==> src/rtl/gpio_mux_pkg.sv <==
package gpio_mux_pkg;
  localparam int REG_AW = 5;

  typedef enum logic [REG_AW-1:0] {
    A_OWN_SET  = 5'd0,
    A_OWN_CLR  = 5'd1,
    A_OWN_STAT = 5'd2,
    A_DIR_SET  = 5'd3,
    A_DIR_CLR  = 5'd4,
    A_DIR_STAT = 5'd5,
    A_SEL_A    = 5'd6,
    A_SEL_B    = 5'd7,
    A_SEL_STAT = 5'd8,
    A_DAT_SET  = 5'd9,
    A_DAT_CLR  = 5'd10,
    A_DAT_WORD = 5'd11,
    A_WPM_SET  = 5'd12,
    A_WPM_CLR  = 5'd13,
    A_WPM_STAT = 5'd14,
    A_PU_SET   = 5'd15,
    A_PU_CLR   = 5'd16,
    A_PU_STAT  = 5'd17
  } gpio_addr_e;
endpackage

==> src/rtl/gpio_setclr_reg.sv <==
// One configuration word: set-only, clear-only and optional masked load.
module gpio_setclr_reg #(
  parameter int W = 32,
  parameter logic [W-1:0] RST_VAL = '0
) (
  input  logic         clk,
  input  logic         rst_n,
  input  logic         set_we,
  input  logic         clr_we,
  input  logic         ld_we,
  input  logic [W-1:0] ld_mask,
  input  logic [W-1:0] wdata,
  output logic [W-1:0] q
);
  always_ff @(posedge clk) begin
    if (!rst_n)      q <= RST_VAL;
    else if (set_we) q <= q | wdata;
    else if (clr_we) q <= q & ~wdata;
    else if (ld_we)  q <= (q & ~ld_mask) | (wdata & ld_mask);
  end
endmodule

==> src/rtl/gpio_pin_mux.sv <==
// Per-pin choice of the pad drive between controller, peripheral A and B.
module gpio_pin_mux #(
  parameter int N = 32
) (
  input  logic [N-1:0] own_ctl,
  input  logic [N-1:0] sel_b,
  input  logic [N-1:0] ctl_out,
  input  logic [N-1:0] ctl_oe,
  input  logic [N-1:0] a_out,
  input  logic [N-1:0] a_oe,
  input  logic [N-1:0] b_out,
  input  logic [N-1:0] b_oe,
  output logic [N-1:0] pad_out,
  output logic [N-1:0] pad_oe
);
  for (genvar i = 0; i < N; i++) begin : g_pin
    always_comb begin
      if (own_ctl[i]) begin
        pad_out[i] = ctl_out[i];
        pad_oe[i]  = ctl_oe[i];
      end else if (sel_b[i]) begin
        pad_out[i] = b_out[i];
        pad_oe[i]  = b_oe[i];
      end else begin
        pad_out[i] = a_out[i];
        pad_oe[i]  = a_oe[i];
      end
    end
  end
endmodule

==> src/rtl/gpio_mux_port.sv <==
module gpio_mux_port
  import gpio_mux_pkg::*;
#(
  parameter int NPINS = 32
) (
  input  logic              clk,
  input  logic              rst_n,
  input  logic [REG_AW-1:0] bus_addr,
  input  logic              bus_wr,
  input  logic [NPINS-1:0]  bus_wdata,
  input  logic              bus_rd,
  output logic [NPINS-1:0]  bus_rdata,
  input  logic [NPINS-1:0]  pad_in,
  output logic [NPINS-1:0]  pad_out,
  output logic [NPINS-1:0]  pad_oe,
  output logic [NPINS-1:0]  pad_pu,
  input  logic [NPINS-1:0]  per_a_out,
  input  logic [NPINS-1:0]  per_a_oe,
  output logic [NPINS-1:0]  per_a_in,
  input  logic [NPINS-1:0]  per_b_out,
  input  logic [NPINS-1:0]  per_b_oe,
  output logic [NPINS-1:0]  per_b_in
);
  localparam logic [NPINS-1:0] ALL1 = '1;
  localparam logic [NPINS-1:0] ALL0 = '0;

  logic [NPINS-1:0] own_q, dir_q, sel_q, dat_q, wpm_q, pu_q;

  function automatic logic hit(input logic [REG_AW-1:0] a, input gpio_addr_e r);
    return a == r;
  endfunction

  gpio_setclr_reg #(.W(NPINS), .RST_VAL(ALL1)) u_own (
    .clk, .rst_n,
    .set_we(bus_wr && hit(bus_addr, A_OWN_SET)),
    .clr_we(bus_wr && hit(bus_addr, A_OWN_CLR)),
    .ld_we(1'b0), .ld_mask(ALL0), .wdata(bus_wdata), .q(own_q));

  gpio_setclr_reg #(.W(NPINS), .RST_VAL(ALL0)) u_dir (
    .clk, .rst_n,
    .set_we(bus_wr && hit(bus_addr, A_DIR_SET)),
    .clr_we(bus_wr && hit(bus_addr, A_DIR_CLR)),
    .ld_we(1'b0), .ld_mask(ALL0), .wdata(bus_wdata), .q(dir_q));

  gpio_setclr_reg #(.W(NPINS), .RST_VAL(ALL0)) u_sel (
    .clk, .rst_n,
    .set_we(bus_wr && hit(bus_addr, A_SEL_B)),
    .clr_we(bus_wr && hit(bus_addr, A_SEL_A)),
    .ld_we(1'b0), .ld_mask(ALL0), .wdata(bus_wdata), .q(sel_q));

  gpio_setclr_reg #(.W(NPINS), .RST_VAL(ALL0)) u_wpm (
    .clk, .rst_n,
    .set_we(bus_wr && hit(bus_addr, A_WPM_SET)),
    .clr_we(bus_wr && hit(bus_addr, A_WPM_CLR)),
    .ld_we(1'b0), .ld_mask(ALL0), .wdata(bus_wdata), .q(wpm_q));

  gpio_setclr_reg #(.W(NPINS), .RST_VAL(ALL0)) u_dat (
    .clk, .rst_n,
    .set_we(bus_wr && hit(bus_addr, A_DAT_SET)),
    .clr_we(bus_wr && hit(bus_addr, A_DAT_CLR)),
    .ld_we(bus_wr && hit(bus_addr, A_DAT_WORD)),
    .ld_mask(wpm_q), .wdata(bus_wdata), .q(dat_q));

  gpio_setclr_reg #(.W(NPINS), .RST_VAL(ALL1)) u_pu (
    .clk, .rst_n,
    .set_we(bus_wr && hit(bus_addr, A_PU_SET)),
    .clr_we(bus_wr && hit(bus_addr, A_PU_CLR)),
    .ld_we(1'b0), .ld_mask(ALL0), .wdata(bus_wdata), .q(pu_q));

  gpio_pin_mux #(.N(NPINS)) u_mux (
    .own_ctl(own_q), .sel_b(sel_q),
    .ctl_out(dat_q), .ctl_oe(dir_q),
    .a_out(per_a_out), .a_oe(per_a_oe),
    .b_out(per_b_out), .b_oe(per_b_oe),
    .pad_out(pad_out), .pad_oe(pad_oe));

  assign pad_pu   = pu_q;
  assign per_a_in = pad_in;
  assign per_b_in = pad_in;

  // Registered read port; write-only and unmapped addresses read as zero.
  always_ff @(posedge clk) begin
    if (!rst_n || !bus_rd) bus_rdata <= '0;
    else begin
      case (bus_addr)
        A_OWN_STAT: bus_rdata <= own_q;
        A_DIR_STAT: bus_rdata <= dir_q;
        A_SEL_STAT: bus_rdata <= sel_q;
        A_DAT_WORD: bus_rdata <= dat_q;
        A_WPM_STAT: bus_rdata <= wpm_q;
        A_PU_STAT:  bus_rdata <= pu_q;
        default:    bus_rdata <= '0;
      endcase
    end
  end
endmodule

==> config.mk <==
export PLATFORM = sky130hd
export DESIGN_NAME = gpio_mux_port
export DESIGN_NICKNAME = d
export VERILOG_FILES = /design/src/rtl/gpio_mux_pkg.sv /design/src/rtl/gpio_setclr_reg.sv /design/src/rtl/gpio_pin_mux.sv /design/src/rtl/gpio_mux_port.sv
export SDC_FILE = /design/constraint.sdc
export NUM_CORES = 1
export LEC_CHECK = 0
export ABC_CLOCK_PERIOD_IN_PS = 1400
export BUFFER_PORTS_ARGS = -buffer_cell sky130_fd_sc_hd__buf_2
export CORE_MARGIN = 2
export CORE_UTILIZATION = 47
export CTS_CLUSTER_DIAMETER = 30
export CTS_CLUSTER_SIZE = 8
export DETAILED_ROUTE_END_ITERATION = 8
export PLACE_DENSITY = 0.78
export SETUP_SLACK_MARGIN = 0.2
export SLEW_MARGIN = 20
export SYNTH_ARGS = -nofsm -noshare
export SYNTH_HDL_FRONTEND = slang
export SYNTH_SLANG_ARGS = --single-unit
==> constraint.sdc <==
create_clock -name clk -period 1.4 [get_ports clk]
set_input_delay 0.14 -clock clk [delete_from_list [all_inputs] [get_ports clk]]
set_output_delay 0.14 -clock clk [all_outputs]
set_load 0.005 [all_outputs]
==> Word-level counts from Yosys, hierarchy flattened <==
Index checks and enable logic that the tools add are counted.
{ "totals": {"memories": 0, "reg_bits": 224, "input_bits": 201, "latch_bits": 0, "ram_bits": 0, "romBits": 0, "wordCells": 206, "out_inout_bits": 192} }
{ "classes": {"add_sub_neg": 0, "n_mux": 142, "n_lt_le_gt_ge": 0, "div": 0, "multipliers": 0, "n_reduce_logical": 23, "eq_ne": 17, "bitwise_logic": 17, "n_shift": 0} }
{ "ops": {"columns": ["op", "n"], "rows": [
  ["32-bit two-way mux", 13],
  ["32-bit AND", 8],
  ["32-bit bitwise OR", 7],
  ["32-bit one-hot mux with 6 select lines", 1],
  ["1-bit two-way mux", 128],
  ["32-bit NOT", 2],
  ["5-bit by 4-bit == test with 1-bit output (second input constant)", 8],
  ["5-bit by 3-bit == test with 1-bit output (second input constant)", 4],
  ["1-bit logical AND", 13],
  ["5-bit by 2-bit == test with 1-bit output (second input constant)", 2],
  ["5-bit == test (second input constant)", 2],
  ["2-bit nonzero test", 5],
  ["5-bit by 1-bit == test with 1-bit output (second input constant)", 1],
  ["5-bit logical NOT", 1],
  ["3-bit nonzero test", 1],
  ["1-bit logical NOT", 2],
  ["1-bit logical OR", 1]
]} }

==> Depth between registers and ports, before layout <==
{ "logic_depth": {"depth_word": 6, "mapped_depth": 7, "ltp_nobuf": 4} }

==> By module <==
A second synthesis with hierarchy kept.
{ "unflattened": {"hier_cells": 1998, "hier_area_um2": 17182.7} }
{ "modules_own_cells": {"columns": ["module", "seq_area_each_um2", "cells_per_inst", "area_each_um2", "instances"], "rows": [
  ["gpio_setclr_reg (u_dat ...)", 640.6, 248, 2347.3, 4],
  ["gpio_setclr_reg (u_own ...)", 640.6, 248, 2008.2, 2],
  ["gpio_mux_port", 640.6, 318, 2576.2, 1],
  ["gpio_pin_mux", 0.0, 192, 1201.2, 1]
]} }

==> Least setup slack after synthesis <==
OpenSTA, ideal clock, no wires.
{ "synth_path": {"kind": "input -> register", "startpoint": "in bus_addr[4]", "endpoint": "reg (tool-made name)", "stages": 6, "path_buffers": 2, "setup_slack_ns": 0.018, "arrival_ns": 1.261, "required_time_ns": 1.278, "path_cell_list": "buf_6 > nand2b_2 > nor4_4 > buf_2 > nand2_1 > a221o_1"} }
{ "synth_rtl": {"columns": ["item", "line_no", "source"], "rows": [
  ["start, declared", "gpio_mux_port.sv:8", "input logic [REG_AW-1:0] bus_addr,"]
]} }

==> run metrics <==
Total GRT Usage 0.323; vias in the first global route 13000; core box area 25800 um2; GP Congestion 0.851; setup violators final 51; Max VDD drop 0.000883 V; Bufs and invs on worst path 2; synthesis-stage register bit count 224; post-route ant nets 0; largest net degree at the start of global routing 39; top post-synthesis cells by count dfxtp_1 (224), nand2_1 (164), nor2_1 (132), a22oi_1 (115), nand3_1 (102); most frequent cell after synthesis dfxtp_1; worst hold margin 0.00965 ns; top cell type by total area after synthesis dfxtp_1; DR vias/cell 6.29; Ports 393; Vias 13500; number of library cell types mapped by synthesis 48; Final Util 0.671; Total Die Area 27300 um2; Fmax 617 MHz; yosys warns 0; DRC 0; Post-Syn Area 12200 um2; Post-synth EDFFs 0; Die Width 165 um; Critical-path top delay cell dfxtp_2; TritonCTS clock tree done; failing checks negative setup slack; Synth Net Count 1677; Layout area overhead 41.4%; CP arrival 1.48 ns; Pins Over Slew Limit 0; Die Height 165 um; fin crit share 1.16; Clock Tree Root clkbuf_16; final net count 1976; Setup CP Type register to output port; outcome finished, violations left; iteration count of the initial detailed-routing pass 6; Max Fanout on Critical Path 3; Clk pin slew, worst setup/hold paths 0.04 ns; worst path required time 1.26 ns; crit start category register; Worst-Skew Late Latency 0.53 ns; Cell Pwr Density 1140 nW/um2; Post-Syn Instances 1476; crit end category output port; max-cap violations 0; Hold WC Path Type input port to register; Period minus WS final 1.62 ns; final worst setup slack -0.221 ns; sequential area share after synthesis 0.367; initial core utilization 0.475; H-Tree Depth 2; leakage power 6.64 nW; share of the synthesized area in the top cell type 0.367; family with the most delay on the worst path flip-flops; Reg area 4640 um2; Worst-Margin Slew 0.710 ns; initial antenna violation count 3; layout cells sized above 1 0.390; final setup skew 0.0188 ns; Final Hold Fails 0; dominant cells by area after synthesis dfxtp_1 (37%), mux2i_1 (7.9%), a22oi_1 (7.1%), nand2_1 (5.0%), a31oi_1 (4.6%); post-DP HPWL 29.7 mm; global-route wire length before repair 69.7 mm; Clock Sinks 224; FP Rows 59; synthesized area per cell 8.28 um2; Initial DRC Count 1415; total grt overflow 0; PortBufs 296; Routed wire per std cell 21.6 um; # fillers 1940; Routed WL 46.5 mm; CTS Buf Count 48; Post-synth ARST share 0; Primary FF master, synth dfxtp_1; CP peak stage delay 0.33 ns; Multi-input gate area 7150 um2; Rel. slew slack 0.525; RSZ-0062 raised after global routing true; final setup TNS -1.72 ns; CP Cell Sequence buf_6 -> mux2i_4 -> o21ai_2 -> buf_2; clk buf depth 3
## per-stage QoR
step	power (mW)	instance area [um2]	cells	setup WS, ns
after floorplan	7.65	12900	1476	0.0305
after global placement	8.16	14700	1999	-0.274
after detailed placement	8.21	14700	1999	-0.383
after CTS	19.5	17000	2138	-0.198
after global routing	20.1	17300	2147	-0.241
final	19.6	17300	2150	-0.221
## cells in the final DEF, fill, tap and decap left out, drive strengths merged, types with 2 or more instances in the layout
cell type and count:
clkinvlp 4, nor3b 3, diode 3, a211oi 2
mux2i 96, nand3 102, o21ai 96, a221oi 5
dlygate4sd3 20, clkbuf 68, and4bb 2, nor4 34
clkinv 12, nor2 135, a31oi 89, or3b 6
and3 3, buf 440, nand2b 3, a32o 30
a311oi 32, bufinv 4, a2bb2oi 2, a221o 32
nor2b 2, a22o 3, inv 33, a22oi 115
nand2 165, dfxtp 224, o221ai 2, a21oi 42
## worst paths after layout
path | to | cells after the start | slack, ns | start
min reg2reg | register | 2 | 0.50 | register
max reg2reg | bus_rdata[17] | 8 | -0.05 | register
min | register | 3 | 0.01 | bus_wdata[9]
max | pad_out[17] | 4 | -0.22 | register
## layer usage
metal | vias up | routed length, um | track usage
li1 | 6035 | - | -
met3 | 156 | 4640 | 0.0644
met2 | 868 | 22400 | 0.549
met5 | - | 0 | 0
met1 | 6466 | 17700 | 0.394
met4 | 0 | 1730 | 0.146
## power by group
group / switching (mW) / internal, mW / leakage, nW
combinational: 1.05 / 0.703 / 4.00
sequential: 0.0679 / 6.41 / 1.83
clock: 3.65 / 7.76 / 0.815
total: 4.76 / 14.9 / 6.64
## layout make-up
| class | count | share of cell area |
|---|---|---|
| clock inverters | 22 | 0.0138 |
| flip-flops and latches | 224 | 0.268 |
| inverters | 31 | 0.00717 |
| diodes | 3 | 0.000434 |
| well taps | 335 | 0.0243 |
| clock buffers | 65 | 0.0819 |
| multi-input cells | 1007 | 0.414 |
| repair buffers | 463 | 0.190 |
## worst reg2reg max path, stage by stage (launching register included)
cell and delay, ns:
dfxtp_2 0.33, buf_4 0.11, buf_6 0.08, buf_6 0.08, buf_6 0.08, or3b_4 0.38, a21oi_4 0.15, a221oi_2 0.05
a21oi_1 0.11
## kinds of logic after synthesis
| family | count (synthesis) | share of synthesized area |
|---|---|---|
| simple gates | 461 | 0.191 |
| compound gates | 449 | 0.255 |
| buf+inv | 246 | 0.108 |
| flops | 224 | 0.367 |
| mux | 96 | 0.0786 |
## what timing repair did
item,4_1_cts,5_1_grt
setup buffers,31,6
hold buffers,20,0
setup endpoints to repair,95,123
gates resized for setup,161,37
hold endpoints to repair,24,0
cloned,1,3
pin swaps,11,14
(Power assumes the default switching activity.)
